<file path="config.mk">
export PLATFORM = sky130hd
export DESIGN_NAME = usb_phy_regbank
export DESIGN_NICKNAME = d
export VERILOG_FILES = /design/src/rtl/usb_phy_regbank_pkg.sv /design/src/rtl/phy_alias_reg.sv /design/src/rtl/phy_irq_latch.sv /design/src/rtl/phy_reset_timer.sv /design/src/rtl/usb_phy_regbank.sv
export SDC_FILE = /design/constraint.sdc
export NUM_CORES = 1
export LEC_CHECK = 0
export ABC_AREA = 1
export BUFFER_PORTS_ARGS = -buffer_cell sky130_fd_sc_hd__buf_2
export CORE_MARGIN = 2
export CORE_UTILIZATION = 58
export CTS_BUF_LIST = sky130_fd_sc_hd__clkbuf_4
export CTS_CLUSTER_DIAMETER = 40
export DETAILED_ROUTE_END_ITERATION = 10
export PLACE_DENSITY = 0.81
export SLEW_MARGIN = 5
export SYNTH_ARGS = -nofsm -noshare
export SYNTH_HDL_FRONTEND = slang
export SYNTH_HIERARCHICAL = 1
export SYNTH_SLANG_ARGS = --single-unit
export TNS_END_PERCENT = 100
</file>
<file path="constraint.sdc">
create_clock -name clk -period 2.1 [get_ports clk]
set_input_delay 0.21 -clock clk [delete_from_list [all_inputs] [get_ports clk]]
set_output_delay 0.21 -clock clk [all_outputs]
set_load 0.05 [all_outputs]
</file>
<file path="src/rtl/usb_phy_regbank_pkg.sv">
package usb_phy_regbank_pkg;
  localparam int AW    = 8;
  localparam int DW    = 8;
  localparam int NCTRL = 6;
  localparam int NSTAT = 5;

  localparam int IDX_FUNC  = 0;
  localparam int IDX_IFACE = 1;
  localparam int IDX_OTG   = 2;
  localparam int IDX_ENR   = 3;
  localparam int IDX_ENF   = 4;
  localparam int IDX_SCR   = 5;

  localparam logic [AW-1:0] ADR_VID_LO = 8'h00;
  localparam logic [AW-1:0] ADR_VID_HI = 8'h01;
  localparam logic [AW-1:0] ADR_PID_LO = 8'h02;
  localparam logic [AW-1:0] ADR_PID_HI = 8'h03;
  localparam logic [AW-1:0] ADR_STAT   = 8'h13;
  localparam logic [AW-1:0] ADR_LATCH  = 8'h14;
  localparam logic [AW-1:0] ADR_DEBUG  = 8'h15;
  localparam logic [AW-1:0] ADR_FIRST_UNMAPPED = 8'h19;

  localparam int FC_RESET_BIT = 5;

  function automatic logic [AW-1:0] ctrl_base(input int idx);
    case (idx)
      IDX_FUNC:  return 8'h04;
      IDX_IFACE: return 8'h07;
      IDX_OTG:   return 8'h0A;
      IDX_ENR:   return 8'h0D;
      IDX_ENF:   return 8'h10;
      default:   return 8'h16;
    endcase
  endfunction

  function automatic logic [DW-1:0] ctrl_rst(input int idx);
    case (idx)
      IDX_FUNC: return 8'h41;
      IDX_ENR:  return 8'h1F;
      IDX_ENF:  return 8'h1F;
      default:  return 8'h00;
    endcase
  endfunction
endpackage

</file>
<file path="src/rtl/phy_alias_reg.sv">
module phy_alias_reg #(
  parameter int            W       = 8,
  parameter logic [W-1:0]  RST_VAL = '0
) (
  input  logic         clk,
  input  logic         rst,
  input  logic         load_en,
  input  logic         set_en,
  input  logic         clr_en,
  input  logic [W-1:0] wdata,
  input  logic [W-1:0] hw_clr,
  output logic [W-1:0] q
);
  always_ff @(posedge clk) begin
    if (rst)          q <= RST_VAL;
    else if (load_en) q <= wdata & ~hw_clr;
    else if (set_en)  q <= (q | wdata) & ~hw_clr;
    else if (clr_en)  q <= q & ~wdata & ~hw_clr;
    else              q <= q & ~hw_clr;
  end


  set_alias_chk: assert property (@(posedge clk) disable iff (rst)
    (set_en && !load_en && hw_clr == '0) |=> (q == ($past(q) | $past(wdata))));


  clear_alias_chk: assert property (@(posedge clk) disable iff (rst)
    (clr_en && !load_en && !set_en) |=> ((q & $past(wdata)) == '0));
endmodule

</file>
<file path="src/rtl/phy_irq_latch.sv">
module phy_irq_latch #(
  parameter int N = 5
) (
  input  logic         clk,
  input  logic         rst,
  input  logic [N-1:0] status,
  input  logic [N-1:0] en_rise,
  input  logic [N-1:0] en_fall,
  input  logic         rd_clr,
  output logic [N-1:0] latch
);
  logic [N-1:0] stat_q;
  logic [N-1:0] rise_hit;
  logic [N-1:0] fall_hit;

  assign rise_hit = status & ~stat_q & en_rise;
  assign fall_hit = ~status & stat_q & en_fall;

  always_ff @(posedge clk) begin
    if (rst) begin
      stat_q <= status;
      latch  <= '0;
    end else begin
      stat_q <= status;
      latch  <= (latch & ~{N{rd_clr}}) | rise_hit | fall_hit;
    end
  end


  latch_clear_chk: assert property (@(posedge clk) disable iff (rst)
    (rd_clr && status == stat_q) |=> (latch == '0));


  rise_capture_chk: assert property (@(posedge clk) disable iff (rst)
    ((status & ~stat_q & en_rise) != '0) |=>
      ((latch & $past(status & ~stat_q & en_rise)) == $past(status & ~stat_q & en_rise)));


  fall_capture_chk: assert property (@(posedge clk) disable iff (rst)
    ((~status & stat_q & en_fall) != '0) |=>
      ((latch & $past(~status & stat_q & en_fall)) == $past(~status & stat_q & en_fall)));
endmodule

</file>
<file path="src/rtl/phy_reset_timer.sv">
module phy_reset_timer #(
  parameter int CYCLES = 8
) (
  input  logic clk,
  input  logic rst,
  input  logic active,
  output logic done
);
  localparam int CW = (CYCLES < 2) ? 1 : $clog2(CYCLES);
  localparam logic [CW-1:0] LAST = CW'(CYCLES - 1);

  logic [CW-1:0] cnt;

  assign done = active && (cnt == LAST);

  always_ff @(posedge clk) begin
    if (rst)                cnt <= '0;
    else if (!active || done) cnt <= '0;
    else                    cnt <= cnt + 1'b1;
  end


  busy_len_chk: assert property (@(posedge clk) disable iff (rst)
    $fell(active) |-> ($past(cnt) == LAST));
endmodule

</file>
<file path="src/rtl/usb_phy_regbank.sv">
module usb_phy_regbank #(
  parameter logic [15:0] VENDOR_ID    = 16'hA5C3,
  parameter logic [15:0] PRODUCT_ID   = 16'h0F96,
  parameter int          RESET_CYCLES = 8
) (
  input  logic       clk,
  input  logic       rst,
  input  logic [7:0] reg_addr,
  input  logic [7:0] reg_wdata,
  input  logic       reg_wr,
  input  logic       reg_rd,
  output logic [7:0] reg_rdata,
  input  logic [4:0] status_in,
  input  logic [1:0] line_state,
  output logic       busy,
  output logic [7:0] func_ctrl,
  output logic [7:0] iface_ctrl,
  output logic [7:0] otg_ctrl
);
  import usb_phy_regbank_pkg::*;

  logic [DW-1:0]    ctrl_q [NCTRL];
  logic [NSTAT-1:0] latch_q;
  logic             wr_ok;
  logic             rd_ok;
  logic             rst_done;
  logic [DW-1:0]    rd_val;

  assign busy  = ctrl_q[IDX_FUNC][FC_RESET_BIT];
  assign wr_ok = reg_wr & ~busy;
  assign rd_ok = reg_rd & ~busy;

  for (genvar i = 0; i < NCTRL; i++) begin : g_ctrl
    localparam logic [AW-1:0] BASE = ctrl_base(i);
    logic [DW-1:0] hw_clr;
    if (i == IDX_FUNC) begin : g_fc
      assign hw_clr = {2'b00, rst_done, 5'b00000};
    end else begin : g_plain
      assign hw_clr = '0;
    end
    phy_alias_reg #(.W(DW), .RST_VAL(ctrl_rst(i))) u_reg (
      .clk     (clk),
      .rst     (rst),
      .load_en (wr_ok && reg_addr == BASE),
      .set_en  (wr_ok && reg_addr == 8'(BASE + 8'd1)),
      .clr_en  (wr_ok && reg_addr == 8'(BASE + 8'd2)),
      .wdata   (reg_wdata),
      .hw_clr  (hw_clr),
      .q       (ctrl_q[i])
    );
  end

  phy_reset_timer #(.CYCLES(RESET_CYCLES)) u_timer (
    .clk    (clk),
    .rst    (rst),
    .active (busy),
    .done   (rst_done)
  );

  phy_irq_latch #(.N(NSTAT)) u_latch (
    .clk     (clk),
    .rst     (rst),
    .status  (status_in),
    .en_rise (ctrl_q[IDX_ENR][NSTAT-1:0]),
    .en_fall (ctrl_q[IDX_ENF][NSTAT-1:0]),
    .rd_clr  (rd_ok && reg_addr == ADR_LATCH),
    .latch   (latch_q)
  );

  always_comb begin
    rd_val = '0;
    case (reg_addr)
      ADR_VID_LO: rd_val = VENDOR_ID[7:0];
      ADR_VID_HI: rd_val = VENDOR_ID[15:8];
      ADR_PID_LO: rd_val = PRODUCT_ID[7:0];
      ADR_PID_HI: rd_val = PRODUCT_ID[15:8];
      ADR_STAT:   rd_val = {{(DW-NSTAT){1'b0}}, status_in};
      ADR_LATCH:  rd_val = {{(DW-NSTAT){1'b0}}, latch_q};
      ADR_DEBUG:  rd_val = {6'b000000, line_state};
      default:    rd_val = '0;
    endcase
    for (int i = 0; i < NCTRL; i++) begin
      if (reg_addr >= ctrl_base(i) && reg_addr <= 8'(ctrl_base(i) + 8'd2))
        rd_val = ctrl_q[i];
    end
  end

  always_ff @(posedge clk) begin
    if (rst)        reg_rdata <= '0;
    else if (rd_ok) reg_rdata <= rd_val;
  end

  assign func_ctrl  = ctrl_q[IDX_FUNC];
  assign iface_ctrl = ctrl_q[IDX_IFACE];
  assign otg_ctrl   = ctrl_q[IDX_OTG];


  busy_hold_chk: assert property (@(posedge clk) disable iff (rst)
    (busy && reg_rd) |=> $stable(reg_rdata));


  unmapped_rd_chk: assert property (@(posedge clk) disable iff (rst)
    (reg_rd && !busy && reg_addr >= ADR_FIRST_UNMAPPED) |=> (reg_rdata == 8'h00));


  debug_rd_chk: assert property (@(posedge clk) disable iff (rst)
    (reg_rd && !busy && reg_addr == ADR_DEBUG) |=> (reg_rdata == {6'b000000, $past(line_state)}));


  rdata_hold_chk: assert property (@(posedge clk) disable iff (rst)
    (!reg_rd) |=> $stable(reg_rdata));
endmodule

</file>
### Word-level counts from Yosys, hierarchy flattened

Cells that the tools add are included.

* flip-flop bits (word level): 69
* bits of input ports: 27
* logic and storage cells: 139

* add/subtract/negate cells: 1
* order comparisons: 12
* equal/unequal tests: 25
* mux-type cells: 25
* bitwise operators: 31
* reductions and logical operators: 35

Operators by type and width (count)
* 8-bit 2-to-1 mux: 24
* 8-bit bitwise AND: 10
* 8-bit by 5-bit equality test with 1-bit output, second input constant: 9
* 8-bit by 4-bit equality test with 1-bit output, second input constant: 8
* 8-bit case mux with 7 select lines: 1
* 8-bit OR: 6
* 8-bit by 3-bit equality test with 1-bit output, second input constant: 4
* 1-bit logical AND: 26
* 5-bit bitwise AND: 5
* 8-bit by 4-bit <= comparator with 1-bit output, second input constant: 3
* 8-bit by 2-bit equality test with 1-bit output, second input constant: 2
* 8-bit by 3-bit >= comparator with 1-bit output, second input constant: 2
* 8-bit by 4-bit >= comparator with 1-bit output, second input constant: 2
* 8-bit by 5-bit >= comparator with 1-bit output, second input constant: 2
* 8-bit by 5-bit <= comparator with 1-bit output, second input constant: 2
* 5-bit NOT: 3
* 3-bit nonzero test: 5
* 5-bit OR: 2
* 8-bit by 1-bit equality test with 1-bit output, second input constant: 1
* 8-bit by 3-bit <= comparator with 1-bit output, second input constant: 1
* 8-bit logical NOT: 1
* 6-bit NOT with 8-bit output: 1
* 8-bit NOT: 1
* 3-bit by 1-bit adder with 3-bit output, second input constant: 1
* 6 further kinds: 7

### Depth between registers and ports, before layout

Gate-level depths: netlist of run 1.

* depth in word-level cells: 8
* depth in mapped cells: 12

### Hierarchy

The synthesis of run 1 kept the hierarchy.

By module, submodules not included
* usb_phy_regbank: times used 1, cells an instance 251, area each 1249.9 um2, sequential area each 160.2 um2
* phy_alias_reg at g_ctrl[1].u_reg ...: times used 3, cells an instance 50, area each 395.4 um2, sequential area each 160.2 um2
* phy_alias_reg at g_ctrl[3].u_reg ...: times used 2, cells an instance 63, area each 409.1 um2, sequential area each 160.2 um2
* phy_alias_reg at g_ctrl[0].u_reg: times used 1, cells an instance 57, area each 412.9 um2, sequential area each 160.2 um2
* phy_irq_latch: times used 1, cells an instance 52, area each 376.6 um2, sequential area each 200.2 um2
* phy_reset_timer: times used 1, cells an instance 15, area each 128.9 um2, sequential area each 60.1 um2

### Worst setup path before layout of run 1

No wires, ideal clock.

* kind: register -> register
* from: register g_ctrl[0].u_reg.q[5]
* to: register g_ctrl[2].u_reg.q[1]
* library setup time: 0.066 ns
* arrival: 1.733 ns
* slack: 0.301 ns
* cell stages (with the launch flop): 8
* clock period less this slack: 1.799 ns
* cell sequence: dfxtp_1 inv_1 nand2_1 nor2_1 inv_1 nor3_1 o21ai_0 a21oi_2

* word-level cells in the longest chain between the ends: 5
* elaborated cells between the ends (all ways): 8
* those cells by class: 2 x mux; 2 x bitwise; 4 x reduce/logical

RTL lines
* start: declaration: line phy_alias_reg.sv:12 `output logic [W-1:0] q`
* start signal: assignment: line phy_alias_reg.sv:16 `else if (load_en) q <= wdata & ~hw_clr;`
* start signal: assignment: line phy_alias_reg.sv:17 `else if (set_en) q <= (q | wdata) & ~hw_clr;`
* start signal: assignment: line phy_alias_reg.sv:18 `else if (clr_en) q <= q & ~wdata & ~hw_clr;`
* 1-bit NOT *: line usb_phy_regbank.sv:30 `assign wr_ok = reg_wr & ~busy;`
* 1-bit bitwise AND *: line usb_phy_regbank.sv:30
* 1-bit logical AND: line usb_phy_regbank.sv:45 `.set_en (wr_ok && reg_addr == 8'(BASE + 8'd1)),`
* 8-bit 2-to-1 mux: line phy_alias_reg.sv:17
* 8-bit 2-to-1 mux: line phy_alias_reg.sv:16
* end signal: assignment: line phy_alias_reg.sv:16
* end signal: assignment: line phy_alias_reg.sv:17
* end signal: assignment: line phy_alias_reg.sv:18
* end: declaration: line phy_alias_reg.sv:12

Mark *: on every way between the ends. The rest lies on a longest branch, timed or not.
A chain may end at the register's enable or synchronous reset.

### Final worst setup path of run 1

* from: register g_ctrl[0].u_reg.q[5]
* to: register g_ctrl[3].u_reg.q[7]

* word-level cells in the longest chain between the ends: 5
* elaborated cells between the ends (all ways): 8
* those cells by class: 2 x mux; 2 x bitwise; 4 x reduce/logical

RTL lines (line)
* 1-bit NOT *: usb_phy_regbank.sv:30
* 1-bit bitwise AND *: usb_phy_regbank.sv:30
* 1-bit logical AND: usb_phy_regbank.sv:45
* 8-bit 2-to-1 mux: phy_alias_reg.sv:17
* 8-bit 2-to-1 mux: phy_alias_reg.sv:16
* end signal: assignment: phy_alias_reg.sv:16
* end signal: assignment: phy_alias_reg.sv:17
* end signal: assignment: phy_alias_reg.sv:18
* end: declaration: phy_alias_reg.sv:12

Marked as above.

==> results by stage, run 1 <==
Status:
- The run finished with clean final reports.

Global routing:
- The number of antenna violations at the first check in global routing came to 0.
- For this run, the total global-route usage over all layers was measured as 0.350.
- Global routing finished with a remaining overflow of 0.
- The number of global-route vias before repair was 4232.
- The wire length of the first global-routing pass is 20800 um.
- Entering global routing, the biggest net connects 49 pins.

STA:
- The worst-case headroom to the max-slew limit is 0.476.
- Of the available clock period, the critical path in the final layout requires 0.928.
- The total negative slack is 0 ps.
- The worst path in the final design needs a cycle of 1950 ps, including I/O delays and setup.
- The total count of hold-check failures in the final report came to 0.
- Derived from the worst setup path, the maximum achievable clock frequency is 0.513 GHz.
- The transition time at the pin with the least slew margin is 786 ps.
- Setup repair after global routing left no endpoint under its margin.
- Across the routed clock network, the largest skew measured is 16.2 ps.
- The number of setup violations in the final report is 0.
- The max-slew violation total from the final report was 0.

Power and ir drop:
- Of the total power, combinational logic draws 0.129.
- Of the total power, the share spent switching nets is 0.279.
- The share of total power in sequential cells is 0.517.
- The maximum vdd drop is 0.405 mV.
- The power density normalized to cell area is 533 nW/um^2.
- The final total power is 2660 uW.
- The switching component of the power is 742 uW.
- The analysis attributes to cell leakage a power of 0.00222 uW.
- The internal portion of total power is 1920 uW.
- The share of total power dissipated in the clock network is 0.354.

Clock tree:
- The number of setup buffers added after CTS is 0.
- The TritonCTS sink count is 69.
- The H-tree generated during clock tree synthesis spans 3 levels.
- The clock tree from TritonCTS is built.
- The CTS clock-pin slew for the worst setup and hold paths is 110 ps.
- The root buffer cell chosen for the clock tree is sky130_fd_sc_hd__clkbuf_4.
- For the worst-skew pair, the clock arrives at the later sink with an insertion delay of 430 ps.
- TritonCTS created 9 clock buffers.
- In this run the deepest clock path goes through 2 buffers.

Yosys:
- A synthesized cell averages 6.41 sq um.
- The sequential share of the synthesized area is 0.331.
- The synthesized design contains 69 register bits.
- The count of different cell masters after synthesis is 35.
- The synthesis warning total is 6.
- After synthesis the cells add up to 4170 sq um.
- The number of instances in the synthesized netlist is 651.

Cells and area:
- The share of cells above drive strength 1 is 0.235.
- The layout overhead on the synthesized area is 19.6%.
- The library cell used most frequently in the layout, excluding fill and tap cells, is sky130_fd_sc_hd__nand2_1.
- The library cells used most frequently in the layout, excluding fill and tap cells, are sky130_fd_sc_hd__nand2_1, sky130_fd_sc_hd__nand3_1, sky130_fd_sc_hd__inv_1.
- Counting the fill cells in the layout gives 615.
- The antenna cell count is 0.
- In the final design database the tool counted 803 nets.

Die:
- The region available for standard cell placement spans 6870 sq um.
- The total die area is 7890 sq um.
- From left edge to right edge, the die measures 88.8 um.
- For this configuration, the core starts out at a cell density of 0.607.
- The count of pins on the block boundary is 60.
- Measured along the y axis, the die boundary spans 88.8 um.
- The floorplan has 30 rows.

Setup path:
- The worst setup path category is flip-flop to flip-flop.
- In this run the worst setup path begins at g_ctrl[0].u_reg/q[5].
- The critical path goes through inv_1 -> nand2_1 -> nor2_1 -> nand2_1 -> nor2_2 -> inv_2 -> nand2_2 -> nand2_1 -> a21oi_2.
- STA classifies the critical path endpoint as a flip-flop.
- In this run the worst path has a maximum fanout of 9.
- The cell at the slowest stage of the critical path is sky130_fd_sc_hd__dfxtp_1.
- The startpoint identified for the worst register-to-register timing path is g_ctrl[0].u_reg/q[5].
- Data on the critical path is required at its endpoint by 2450 ps.
- The count of buffering cells on the critical path with inverters included is 2.
- The cell family with the largest share of critical-path delay is simple AND/OR/NAND/NOR gates.
- The worst setup path is launched from a flip-flop.
- The arrival time at the worst endpoint is 2300 ps.
- The most used cell along the critical path is sky130_fd_sc_hd__nand2_1.
- The maximum single-stage delay on the critical path is 380 ps.

Detailed routing:
- Dividing the detail-routed via count by the number of cells gives 5.31.
- In the detailed route, the total length drawn on met3 is 1050 um.
- The total number of vias is 4640.
- In this run the top signal layer used is met4.
- The first-pass iteration count of the detailed router is 6.
- For this block, the initial DRC count from the detailed router was 373.
- The met1 wire length is 5760 um.
- For this block, the routed nets add up to 13100 um of wire.
- The count of antenna-violating nets left after detailed routing is 0.
- The routed length on met2 is 5730 um.
- After detailed routing, the average wire length per cell comes to 14.9 um.
- After detailed routing, the number of remaining DRC violations is 0.

Placement:
- The number of I/O port buffers is 59.
- The total half-perimeter wirelength after legalization and detailed placement is 9750 um.
- The weighted congestion at the end of routability-driven global placement is 1.03.

Run:
- The reported max-cap violation count is 0.

Min path:
- The tightest min-delay check is of the primary input to flip-flop type.
- The startpoint identified for the worst hold timing path is reg_wdata[5].
==> registers in the layout, indices dropped and copies added, names as in the netlist <==
name            count
u_latch/stat_q      5
u_timer/cnt         3
u_latch/latch       5
reg_rdata           8
g_ctrl.u_reg/q     48
==> synth_stat cells <==
master | n | share of area
sky130_fd_sc_hd__nand3_1 | 80 | 0.096
sky130_fd_sc_hd__o21ai_1 | 2 | 0.0024
sky130_fd_sc_hd__or2_2 | 33 | 0.049
sky130_fd_sc_hd__o21ai_0 | 47 | 0.056
sky130_fd_sc_hd__nand2_2 | 8 | 0.012
sky130_fd_sc_hd__or2_1 | 3 | 0.0045
sky130_fd_sc_hd__and3_1 | 1 | 0.0015
sky130_fd_sc_hd__inv_2 | 11 | 0.0099
sky130_fd_sc_hd__and2_1 | 2 | 0.0030
sky130_fd_sc_hd__clkbuf_2 | 3 | 0.0036
sky130_fd_sc_hd__nand2_1 | 185 | 0.17
sky130_fd_sc_hd__a21oi_4 | 1 | 0.0039
sky130_fd_sc_hd__buf_6 | 1 | 0.0027
sky130_fd_sc_hd__nand3_2 | 3 | 0.0072
sky130_fd_sc_hd__nor3_1 | 8 | 0.0096
sky130_fd_sc_hd__o211ai_1 | 1 | 0.0018
sky130_fd_sc_hd__or2_0 | 1 | 0.0015
sky130_fd_sc_hd__clkinv_2 | 1 | 0.0012
sky130_fd_sc_hd__buf_4 | 2 | 0.0036
sky130_fd_sc_hd__nor4_1 | 1 | 0.0015
sky130_fd_sc_hd__clkbuf_1 | 1 | 0.00090
sky130_fd_sc_hd__nand2_4 | 1 | 0.0027
sky130_fd_sc_hd__a21oi_1 | 11 | 0.013
sky130_fd_sc_hd__nor3_4 | 1 | 0.0039
sky130_fd_sc_hd__nand4_1 | 5 | 0.0075
sky130_fd_sc_hd__nor2_1 | 47 | 0.042
sky130_fd_sc_hd__a21oi_2 | 33 | 0.069
sky130_fd_sc_hd__nand3b_1 | 3 | 0.0054
sky130_fd_sc_hd__buf_2 | 3 | 0.0036
sky130_fd_sc_hd__ha_1 | 2 | 0.0060
sky130_fd_sc_hd__nor2_2 | 4 | 0.0060
sky130_fd_sc_hd__nor3b_1 | 1 | 0.0018
sky130_fd_sc_hd__inv_1 | 75 | 0.067
sky130_fd_sc_hd__dfxtp_1 | 69 | 0.33
sky130_fd_sc_hd__conb_1 | 1 | 0.00090
==> stage by stage <==
step	utilization	setup slack (ps)	hold slack (ps)	cells	area [sq um]
after CTS	0.726	88.1	171	874	4990
final	0.727	152	191	874	4990
after global placement	0.697	88.3	361	854	4790
after global routing	0.727	8.12	158	874	4990
after detailed placement	0.697	114	364	854	4790
after floorplan	-	301	238	697	4350
==> repair_timing <==
item,4_1_cts,5_1_grt
hold endpoints to repair,5,0
setup endpoints to repair,0,8
gates resized for setup,0,2
hold buffers,5,0
==> cell type report <==
| type | instances | area, sq um | area share |
|---|---|---|---|
| Timing Repair Buffer | 76 | 435 | 0.0872 |
| Clock inverter | 6 | 78.8 | 0.0158 |
| Multi-Input combinational cell | 531 | 2580 | 0.517 |
| Sequential cell | 69 | 1380 | 0.277 |
| Clock buffer | 9 | 67.6 | 0.0135 |
| Inverter | 87 | 328 | 0.0657 |
| Tap cell | 96 | 120 | 0.0241 |
==> path summary, 6_finish.rpt <==
kind	to	slack [ps]	depth (start not counted)
max reg2reg	g_ctrl[3].u_reg/q[7]	150	9
min	g_ctrl[0].u_reg/q[5]	190	3
max	g_ctrl[3].u_reg/q[7]	150	9
min reg2reg	u_timer/cnt[0]	440	1
==> layer usage <==
| layer | vias to the layer above | GRT usage |
|---|---|---|
| li1 | 2279 | - |
| met1 | 2110 | 0.473 |
| met2 | 210 | 0.537 |
| met3 | 41 | 0.0793 |
| met4 | 0 | 0.146 |
| met5 | - | 0 |
==> cell families (layout without fill, tap and decap cells) <==
logic type                 count (synthesis)  in the layout  share of synthesized area
buffers and inverters                     97            178                     0.0929
and+or+nand+nor                          387            387                      0.422
DFF                                       69             69                      0.331
AOI/OAI and AO/OA                         95             95                      0.147
other                                      1             47                   0.000899
adders and majority gates                  2              2                    0.00600
==> worst reg2reg max path, cell delays in order, from the launching register on <==
cell,delay [ps]
sky130_fd_sc_hd__dfxtp_1,380
sky130_fd_sc_hd__inv_1,200
sky130_fd_sc_hd__nand2_1,180
sky130_fd_sc_hd__nor2_1,230
sky130_fd_sc_hd__nand2_1,170
sky130_fd_sc_hd__nor2_2,230
sky130_fd_sc_hd__inv_2,140
sky130_fd_sc_hd__nand2_2,120
sky130_fd_sc_hd__nand2_1,70
sky130_fd_sc_hd__a21oi_2,150
==> power groups by stage <==
| stage | Sequential [uW] | Clock (uW) | Combinational, uW |
|---|---|---|---|
| after global placement | 1400 | 0 | 318 |
| after detailed placement | 1400 | 0 | 325 |
| after global routing | 1380 | 999 | 379 |
| after CTS | 1380 | 950 | 334 |
| after floorplan | 1420 | 0 | 172 |
| final | 1380 | 943 | 343 |
Note: power is estimated with default switching activity, not from simulation.
==> inputs of run 2 (changes only) <==
--- a/config.mk
+++ b/config.mk
@@ -12,6 +12,7 @@
 export CTS_BUF_LIST = sky130_fd_sc_hd__clkbuf_4
 export CTS_CLUSTER_DIAMETER = 40
 export DETAILED_ROUTE_END_ITERATION = 10
+export GPL_TIMING_DRIVEN = 0
 export PLACE_DENSITY = 0.81
 export SLEW_MARGIN = 5
 export SYNTH_ARGS = -nofsm -noshare
==> constraint.sdc (replaced) <==
create_clock -name clk -period 1.85 [get_ports clk]
set_input_delay 0.185 -clock clk [delete_from_list [all_inputs] [get_ports clk]]
set_output_delay 0.185 -clock clk [all_outputs]
set_load 0.05 [all_outputs]
==> run 2 against run 1 <==
Critical path depth is 3 lower. Count of clock-buffer cells in the layout did not move. Non-clock buffer count is 2 lower. Setup slack improved by 22 ps. Fmax is 16% higher.
==> results by stage, run 2 (synthesis results as in run 1) <==
Global routing:
- The remaining global-route overflow came to 0 (unchanged).
- The wire length of the first global-routing pass is 20000 um (-3.8%).
- The number of antenna violations at the first check in global routing is 0 (unchanged).
- The pin count of the biggest net entering global routing is 49 (unchanged).
- The combined global-route utilization of all metal layers is 0.338 (-0.0121).
- The number of global-route vias before repair is 4043 (-4.5%).

Placement:
- The number of I/O port buffers was 59 (unchanged).
- The weighted congestion at the end of routability-driven global placement is 0.947 (-7.7%).
- The pre-CTS setup slack is -533 ps (-647 ps).
- The total half-perimeter wirelength after legalization and detailed placement is 9310 um (-4.5%).

Setup path:
- Among the stages of the critical path, the cell type that occurs most often is sky130_fd_sc_hd__inv_2.
- The critical path startpoint category is a flip-flop.
- STA classifies the critical path endpoint as a flip-flop.
- The maximum single-stage delay on the critical path is 550 ps (+170 ps).
- The number of cells on the critical path is 6 (-3).
- The most critical setup path has its startpoint at g_ctrl[0].u_reg/q[5].
- The cell family with the largest share of critical-path delay is simple AND/OR/NAND/NOR gates.
- Traced cell by cell, the critical path runs through inv_2 -> nand2_2 -> nor3_2 -> inv_2 -> nand3_1 -> a21oi_2.
- The largest fanout of any net on the critical path is 9 (unchanged).
- The worst setup path category is flip-flop to flip-flop.
- On the critical path, the stage with the largest delay is an instance of sky130_fd_sc_hd__nor3_2.
- The capture point of the worst path is g_ctrl[2].u_reg/q[5].
- The worst register-to-register path ends at g_ctrl[2].u_reg/q[5].
- The count of buffering cells on the critical path with inverters included came to 2 (unchanged).
- The setup slack of the most critical reg-to-reg path is 170 ps (+20 ps).
- The arrival time at the worst endpoint is 2010 ps (-290 ps).
- The depth of the worst register-to-register path came to 6 (-3).
- The worst flop-to-flop path startpoint is g_ctrl[0].u_reg/q[5].
- The critical path data required time is 2180 ps (-270 ps).

Die:
- The die span in y is 88.8 um (unchanged).
- The total die area came to 7890 sq um (unchanged).
- The floorplan row count is 30 (unchanged).
- The effective utilization at floorplan was 0.607 (unchanged).
- The count of pins on the block boundary is 60 (unchanged).
- The area of the core was 6870 sq um (unchanged).
- The width of the die is 88.8 um (unchanged).

Min path:
- The origin of the worst min-delay path is reg_wdata[5].
- The min-delay analysis places its worst path in the category primary input to flip-flop.

STA:
- The worst setup margin came to 174 ps (+22.3 ps).
- The number of setup violations in the final report is 0 (unchanged).
- The upper clock frequency limit is 0.597 GHz (+16%).
- The clock skew after layout is 14.1 ps (-2.13 ps).
- The worst-case headroom to the max-slew limit is 0.472 (-0.00321).
- The transition time at the pin with the least slew margin is 791 ps (+4.82 ps).
- The ratio of final minimum period to clock period is 0.906 (-0.0218).
- The max-slew violation total from the final report is 0 (unchanged).
- The worst hold slack was 163 ps (-27.8 ps).
- The total count of hold-check failures in the final report is 0 (unchanged).
- The clock period minus worst slack is 1680 ps (-272 ps).

Run:
- The reported max-cap violation count was 0 (unchanged).

Cells and area:
- Relative to the synthesized area, the layout overhead comes to 20.7%.
- The antenna cell count is 0 (unchanged).
- Leaving out fill and tap cells, the most frequent cells in the layout are sky130_fd_sc_hd__nand2_1, sky130_fd_sc_hd__nand3_1, sky130_fd_sc_hd__inv_1.
- The net total in the final layout is 801 (-0.25%).
- The layout filler cell count is 593 (-3.6%).
- The largest registers in the layout are g_ctrl.u_reg/q x48, reg_rdata x8.
- The number of flip-flops under the largest register name is 48 (unchanged).
- The register with the most flip-flops in the final layout is g_ctrl.u_reg/q.
- The library cell used most frequently in the layout, excluding fill and tap cells, is sky130_fd_sc_hd__nand2_1.
- The share of cells above drive strength 1 came to 0.251 (+0.0157).

Clock tree:
- The deepest clock path buffer count is 2 (unchanged).
- The clock latency of the later-clocked register in the worst-skew pair is 430 ps (about the same).
- The CTS buffer count was 9 (unchanged).
- The tree is rooted in a sky130_fd_sc_hd__clkbuf_4.
- The clock tree from TritonCTS is built.
- The CTS clock-pin slew for the worst setup and hold paths was 120 ps (about the same).
- The depth of the CTS H-tree is 3 (unchanged).
- The TritonCTS sink count is 69 (unchanged).

Detailed routing:
- The total DRC errors in the routed layout came to 0 (unchanged).
- The via count normalized by instance count was 5.23 (-1.5%).
- The average wire per cell in the routed design was 14.6 um (-2.4%).
- The total wire length was 12700 um (-2.5%).
- The count of antenna-violating nets left after detailed routing came to 0 (unchanged).
- The total number of vias is 4564 (-1.6%).
- The starting DRC count in detailed routing was 339 (-9.1%).
- The first-pass iteration count of the detailed router is 5 (-1).

Status:
- The flow ran to the end, and the final reports show no timing, DRC or antenna violations.

Power and ir drop:
- The leakage power summed over all cells came to 0.00222 uW (about the same).
- The maximum vdd drop is 0.380 mV (-6.4%).
- The power density normalized to cell area is 580 nW/um^2 (+8.7%).
## run 2: metrics by stage
stage | instance area, sq um | util | total power (uW) | TNS (ps) | cells
after floorplan | 4350 | - | 1810 | 0 | 697
after global placement | 4760 | 0.693 | 1950 | -9120 | 852
after detailed placement | 4760 | 0.693 | 1960 | -9950 | 852
after CTS | 4980 | 0.725 | 2910 | 0 | 873
after global routing | 5030 | 0.733 | 3030 | -7.22 | 873
final | 5030 | 0.733 | 2920 | 0 | 873
## run 2: worst min-delay path by stage
stage | cells past startpoint | slack, ps | endpoint
2_1_floorplan | 0 | 210 | u_latch/stat_q[0]
3_3_place_gp | 1 | 340 | u_latch/stat_q[4]
3_5_place_dp | 1 | 340 | u_latch/stat_q[1]
4_1_cts | 3 | 140 | g_ctrl[0].u_reg/q[5]
5_1_grt | 3 | 140 | g_ctrl[0].u_reg/q[7]
6_report | 3 | 160 | g_ctrl[0].u_reg/q[5]
## run 2: worst register-to-register path, stage by stage (launching register included)
cell and delay [ps]:
sky130_fd_sc_hd__dfxtp_1 390, sky130_fd_sc_hd__inv_2 130, sky130_fd_sc_hd__nand2_2 120, sky130_fd_sc_hd__nor3_2 550, sky130_fd_sc_hd__inv_2 190, sky130_fd_sc_hd__nand3_1 150, sky130_fd_sc_hd__a21oi_2 60
## run 2: final cells by class
| type | count | area [sq um] | share of cell area |
|---|---|---|---|
| clock buffers | 9 | 67.6 | 0.0134 |
| repair buffers | 65 | 353 | 0.0701 |
| multi-input cells | 531 | 2660 | 0.529 |
| inverters | 87 | 328 | 0.0651 |
| flip-flops and latches | 69 | 1380 | 0.274 |
| well taps | 96 | 120 | 0.0239 |
| plain buffers | 9 | 56.3 | 0.0112 |
| clock inverters | 7 | 66.3 | 0.0132 |
## run 2: repair_timing
item	4_1_cts	5_1_grt
hold endpoints to repair	5	0
endpoints found under the setup margin	40	54
gates resized for setup	8	13
setup buffers	0	1
hold buffers	5	0
pin swaps	0	1
## run 2: layer usage
metal / wire length (um) / GRT usage / vias to the layer above
met3: 1010 / 0.0476 / 42
met2: 5510 / 0.514 / 200
li1: - / - / 2277
met5: 0 / 0 / -
met4: 473 / 0.143 / 0
met1: 5730 / 0.478 / 2045
## run 2: power breakdown
group / switching (uW) / total (uW) / leakage (uW) / internal [uW]
logic: 268 / 392 / 0.00159 / 123
registers: 34.9 / 1560 / 0.000564 / 1530
clock network: 564 / 966 / 0.0000654 / 401
total: 868 / 2920 / 0.00222 / 2050
